===== config.mk =====
export PLATFORM = sky130hd
export DESIGN_NAME = irq_aggregator
export DESIGN_NICKNAME = d
export VERILOG_FILES = /design/src/rtl/irq_agg_pkg.sv /design/src/rtl/irq_src_filter.sv /design/src/rtl/irq_src_edge.sv /design/src/rtl/irq_agg_regs.sv /design/src/rtl/irq_aggregator.sv
export SDC_FILE = /design/constraint.sdc
export NUM_CORES = 1
export LEC_CHECK = 0
export BUFFER_PORTS_ARGS = -buffer_cell sky130_fd_sc_hd__buf_4
export CAP_MARGIN = 10
export CORE_MARGIN = 2
export CORE_UTILIZATION = 45
export DETAILED_ROUTE_END_ITERATION = 12
export SYNTH_ARGS = -nofsm -noshare
export SYNTH_HDL_FRONTEND = slang
export SYNTH_SLANG_ARGS = --single-unit

===== constraint.sdc =====
create_clock -name clk -period 3.22 [get_ports clk]
set_clock_uncertainty 0.1 [all_clocks]
set_input_delay 0.322 -clock clk [delete_from_list [all_inputs] [get_ports clk]]
set_output_delay 0.322 -clock clk [all_outputs]
set_load 0.02 [all_outputs]

===== src/rtl/irq_agg_pkg.sv =====
package irq_agg_pkg;

    // Register selects; the service software depends on these offsets.
    typedef enum logic [1:0] {
        SEL_RAW  = 2'd0,
        SEL_PEND = 2'd1,
        SEL_EN   = 2'd2,
        SEL_NONE = 2'd3
    } reg_sel_e;

    localparam int unsigned ADDR_W = 2;

    // Control part of a register access (data travels separately).
    typedef struct packed {
        logic     valid;
        logic     write;
        reg_sel_e sel;
    } bus_req_t;

    function automatic bus_req_t make_req(input logic v, input logic w,
                                          input logic [ADDR_W-1:0] a);
        bus_req_t r;
        r.valid = v;
        r.write = w;
        r.sel   = reg_sel_e'(a);
        return r;
    endfunction

    function automatic logic is_write_to(input bus_req_t r, input reg_sel_e s);
        return r.valid && r.write && (r.sel == s);
    endfunction

    function automatic logic is_read(input bus_req_t r);
        return r.valid && !r.write;
    endfunction

endpackage


===== src/rtl/irq_src_filter.sv =====
module irq_src_filter #(
    parameter int unsigned FILT_LEN = 4
) (
    input  logic clk,
    input  logic rst,
    input  logic din,
    output logic dout
);
    generate
        if (FILT_LEN <= 1) begin : g_bypass
            always_ff @(posedge clk) begin
                dout <= din;
            end
        end else begin : g_hold
            localparam int unsigned CW = $clog2(FILT_LEN);
            localparam logic [CW-1:0] LAST = CW'(FILT_LEN - 1);

            logic [CW-1:0] run_cnt;

            always_ff @(posedge clk) begin
                if (rst) begin
                    dout    <= din;
                    run_cnt <= '0;
                end else if (din != dout) begin
                    if (run_cnt == LAST) begin
                        dout    <= din;
                        run_cnt <= '0;
                    end else begin
                        run_cnt <= run_cnt + 1'b1;
                    end
                end else begin
                    run_cnt <= '0;
                end
            end


            run_bound_chk: assert property (@(posedge clk) disable iff (rst)
                run_cnt <= LAST);


            filt_follow_chk: assert property (@(posedge clk) disable iff (rst)
                (dout != $past(dout)) |-> (dout == $past(din)));
        end
    endgenerate

endmodule


===== src/rtl/irq_src_edge.sv =====
module irq_src_edge (
    input  logic clk,
    input  logic rst,
    input  logic filt,
    input  logic clr,
    output logic rise,
    output logic pend
);
    logic prev;

    assign rise = filt & ~prev;

    always_ff @(posedge clk) begin
        if (rst) begin
            prev <= filt;
            pend <= 1'b0;
        end else begin
            prev <= filt;
            // A simultaneous edge beats the clear.
            pend <= (pend & ~clr) | rise;
        end
    end


    set_wins_chk: assert property (@(posedge clk) disable iff (rst)
        rise |=> pend);


    sticky_chk: assert property (@(posedge clk) disable iff (rst)
        (pend && !clr) |=> pend);


    edge_only_chk: assert property (@(posedge clk) disable iff (rst)
        (!rise && !pend) |=> !pend);

endmodule


===== src/rtl/irq_agg_regs.sv =====
module irq_agg_regs
    import irq_agg_pkg::*;
#(
    parameter int unsigned NUM_SRC = 8
) (
    input  logic               clk,
    input  logic               rst,
    input  bus_req_t           req,
    input  logic [NUM_SRC-1:0] wdata,
    input  logic [NUM_SRC-1:0] raw,
    input  logic [NUM_SRC-1:0] pend,
    output logic [NUM_SRC-1:0] clr,
    output logic [NUM_SRC-1:0] en,
    output logic [NUM_SRC-1:0] rdata,
    output logic               irq
);
    assign clr = is_write_to(req, SEL_PEND) ? wdata : '0;

    always_ff @(posedge clk) begin
        if (rst) begin
            en <= '0;
        end else if (is_write_to(req, SEL_EN)) begin
            en <= wdata;
        end
    end

    always_ff @(posedge clk) begin
        if (rst) begin
            rdata <= '0;
        end else if (is_read(req)) begin
            unique case (req.sel)
                SEL_RAW:  rdata <= raw;
                SEL_PEND: rdata <= pend;
                SEL_EN:   rdata <= en;
                default:  rdata <= '0;
            endcase
        end
    end

    always_ff @(posedge clk) begin
        if (rst) irq <= 1'b0;
        else     irq <= |(pend & en);
    end


    en_reset_chk: assert property (@(posedge clk) disable iff (rst)
        $past(rst) |-> (en == '0));


    masked_chk: assert property (@(posedge clk) disable iff (rst)
        (en == '0) |=> !irq);


    rdata_hold_chk: assert property (@(posedge clk) disable iff (rst)
        !is_read(req) |=> $stable(rdata));

endmodule


===== src/rtl/irq_aggregator.sv =====
module irq_aggregator
    import irq_agg_pkg::*;
#(
    parameter int unsigned NUM_SRC  = 8,
    parameter int unsigned FILT_LEN = 4
) (
    input  logic                clk,
    input  logic                rst,
    input  logic [NUM_SRC-1:0]  src_i,
    input  logic                bus_valid,
    input  logic                bus_write,
    input  logic [ADDR_W-1:0]   bus_addr,
    input  logic [NUM_SRC-1:0]  bus_wdata,
    output logic [NUM_SRC-1:0]  bus_rdata,
    output logic                irq_o
);
    bus_req_t           req;
    logic [NUM_SRC-1:0] filt;
    logic [NUM_SRC-1:0] rise;
    logic [NUM_SRC-1:0] pend;
    logic [NUM_SRC-1:0] clr;
    logic [NUM_SRC-1:0] en;

    assign req = make_req(bus_valid, bus_write, bus_addr);

    generate
        for (genvar i = 0; i < NUM_SRC; i++) begin : g_src
            irq_src_filter #(.FILT_LEN(FILT_LEN)) u_filt (
                .clk  (clk),
                .rst  (rst),
                .din  (src_i[i]),
                .dout (filt[i])
            );

            irq_src_edge u_edge (
                .clk  (clk),
                .rst  (rst),
                .filt (filt[i]),
                .clr  (clr[i]),
                .rise (rise[i]),
                .pend (pend[i])
            );
        end
    endgenerate

    irq_agg_regs #(.NUM_SRC(NUM_SRC)) u_regs (
        .clk   (clk),
        .rst   (rst),
        .req   (req),
        .wdata (bus_wdata),
        .raw   (src_i),
        .pend  (pend),
        .clr   (clr),
        .en    (en),
        .rdata (bus_rdata),
        .irq   (irq_o)
    );


    reassert_chk: assert property (@(posedge clk) disable iff (rst)
        (|(rise & en)) |=> ##1 irq_o);

endmodule


==> impl_metrics.yaml <==
global_route:
  grt_pass1_vias: 1591
  grt_pass1_wl_um: 7438
  grt_overflow: 0
  grt_max_degree: 50
  grt_use_total: 0.1821
  antenna_found_initial: 0
power:
  comb_power_share: 0.084
  p_per_area_nw_per_um2: 570.7
  peakVddDrop_uv: 376.9
  clkPwrFrac: 0.414
  total_power_mw: 1.555
  seq_power_share: 0.502
  p_sw_frac: 0.2283
  p_leak_nw: 1.058
  p_switching_mw: 0.3549
  p_int_mw: 1.200
route:
  wl_per_cell_um: 14.34
  via_per_inst: 5.258
  drc: 0
  vias: 1672
  firstDrtPassIters: 4
  detail-route-antenna-nets: 0
  drt-total-wl_um: 4561
  drtIter0Drc: 111
place:
  dpl-instance-area_um2: 2534
  place_hpwl_um: 2988
  port_buffers: 30
  gp_congestion: 0.7041
floorplanning:
  rows: 25
  die_width_um: 75.22
  coreArea_um2: 4817
  initial_core_util: 0.4738
  pin_count: 31
  die_area_um2: 5657
  fp.dieH_um: 75.22
timing:
  finalHoldViolations: 0
  max_slew_margin: 0.6113
  fmax_mhz: 737.9
  rsz0062_at_grt: "no"
  final.setup.tns_ns: 0
  worst_pin_slew_ns: 0.5830
  fin_crit_sh: 0.4209
  min_period_ns: 1.355
  setup_viol: 0
  slew_violations: 0
synth:
  synth_seq_area_share: 0.5351
  syn_area_um2: 2282
  ys.flop_type: "dfxtp_1"
  ys_types: 27
  synth_area_per_cell_um2: 10.61
  synth-seq-cells: 57
  ys_warn_count: 0
  synth_edf_count: 8
  async_flop_share: 0
  synth_nets: 245
  synthesis.instances: 215
setup_path:
  cp-end-kind: "register"
  critPathBufInv: 1
  worstReg2RegStart: "g_src[7].u_edge.pend"
  crit_required_ns: 3.36
  crit_arrival_ns: 1.50
  cp_max_fo: 17
  cp-start-kind: "input port"
  rrSetupSlack_ns: 1.99
  worstRegToRegCells: 3
  max_stage_delay_ns: 0.40
  r2r-end: "u_regs.rdata[7]"
  crit_family: "compound AO/OA/AOI/OAI gates"
  crit_path_cell_trace: "buf_4, nand2b_1, a21o_1, a211oi_1"
  crit_slowest_cell: "nand2b_1"
  critPathKind: "in -> reg"
cells_and_area:
  layout-drive-gt1-share: 0.1992
  synthToLayoutAreaGrowth_pct: 19.35
  diodes: 0
  utilization: 0.5655
  final_area_um2: 2724
  layout_commonest_cell: "dfxtp_1"
  mostFrequentLayoutCells: "49 x dfxtp_1, 30 x buf_4, 24 x nand2_1"
  nets: 276
min_path:
  holdPathStages: 1
  hold_start: "src_i[4]"
  holdCritPathClass: "in -> reg"
  holdPathEnd: "g_src[4].u_filt.dout"
clock_network:
  cts_resized: 0
  cts.sinks: 57
  cts_tree: "yes"
  cts_hold_buf: 0
  htreeDepth: 3
  numCtsBuffers: 9
  clk_pin_slew_worst_paths_ns: 0.07
  cts_max_path_buffers: 2
  clk_latency_ns: 0.33
  cts_root_buffer: "clkbuf_8"
  postCtsSetupBuffers: 0
flow_run:
  maxCapViolations: 0
outcome:
  status: "finished, final reports clean"
[how the worst max path moves through the flow]
stage,cells after the start,slack [ns],start,to
floorplan,5,1.89,bus_write,u_regs.rdata[4]
global placement,4,1.59,bus_write,u_regs.rdata[7]
detailed placement,4,1.56,bus_write,u_regs.rdata[7]
CTS,1,1.90,u_regs.rdata[1],bus_rdata[1]
global route,4,1.76,bus_write,u_regs.rdata[0]
finish,4,1.86,bus_write,u_regs.rdata[7]
[synth_stat cells, types with 2 or more instances]
cell / count / area, um^2
nand2b_1: 9 / 56.30
clkbuf_1: 6 / 22.52
nand4b_1: 2 / 17.52
dfxtp_1: 49 / 980.9
a222oi_1: 8 / 80.08
a211oi_1: 8 / 60.06
nand2_1: 24 / 90.09
mux2_1: 2 / 22.52
mux2_2: 3 / 33.78
nor4b_1: 8 / 70.07
ha_1: 8 / 100.1
nor4_1: 8 / 50.05
xnor2_1: 8 / 70.07
a22oi_1: 4 / 30.03
a21oi_1: 16 / 80.08
o21bai_1: 8 / 60.06
mux2_4: 3 / 45.04
buf_6: 2 / 22.52
o21ai_0: 8 / 40.04
inv_1: 17 / 63.81
edfxtp_1: 8 / 240.2
[routing by layer]
layer,share of wire,routed length [um],global-route usage,up-vias
li1,-,-,-,843
met1,0.48,2181,0.2310,790
met2,0.47,2166,0.2768,35
met3,0.041,185,0.07497,4
met4,0.0059,27,0.07407,0
met5,0,0,0,-
[flip-flops by register name, indices dropped and copies added, names as in the netlist]
register and count:
g_src.u_filt.g_hold.run_cnt 16, g_src.u_edge.pend 8, g_src.u_edge.prev 8, g_src.u_filt.dout 8
u_regs.en 8, u_regs.rdata 8, u_regs.irq 1
[stage by stage]
stage	cells	hold slack (ns)	setup WS, ns
floorplan	215	0.2917	1.889
global placement	302	0.2956	1.587
detailed placement	302	0.3076	1.557
CTS	318	0.07227	1.904
global route	318	0.07294	1.759
finish	318	0.08817	1.865
[power by group through the flow]
stage / Clock [mW] / Sequential [mW] / Combinational [mW]
after detailed placement: 0 / 0.796 / 0.132
after global placement: 0 / 0.795 / 0.130
after floorplan: 0 / 0.792 / 0.0870
after CTS: 0.660 / 0.781 / 0.132
after global routing: 0.688 / 0.785 / 0.147
final: 0.643 / 0.781 / 0.131
[area by class of cell]
type                       instances  area [um^2]
clock buffer                      12        145.1
clock inverter                     4        45.04
fill                             464         2093
inverter                          17        63.81
multi-input combinational        131        939.7
sequential                        57         1221
tap                               67        83.83
timing repair buffer              30        225.2
[cell families after synthesis]
family / count (synthesis) / synth area share
buffers and inverters: 27 / 0.05318
muxes: 8 / 0.04440
DFF: 57 / 0.5351
adders and majority gates: 8 / 0.04386
and+or+nand+nor: 53 / 0.1321
xor gates and xnor gates: 8 / 0.03070
AOI/OAI and AO/OA: 54 / 0.1606
Note: power is estimated with default switching activity, not from simulation.
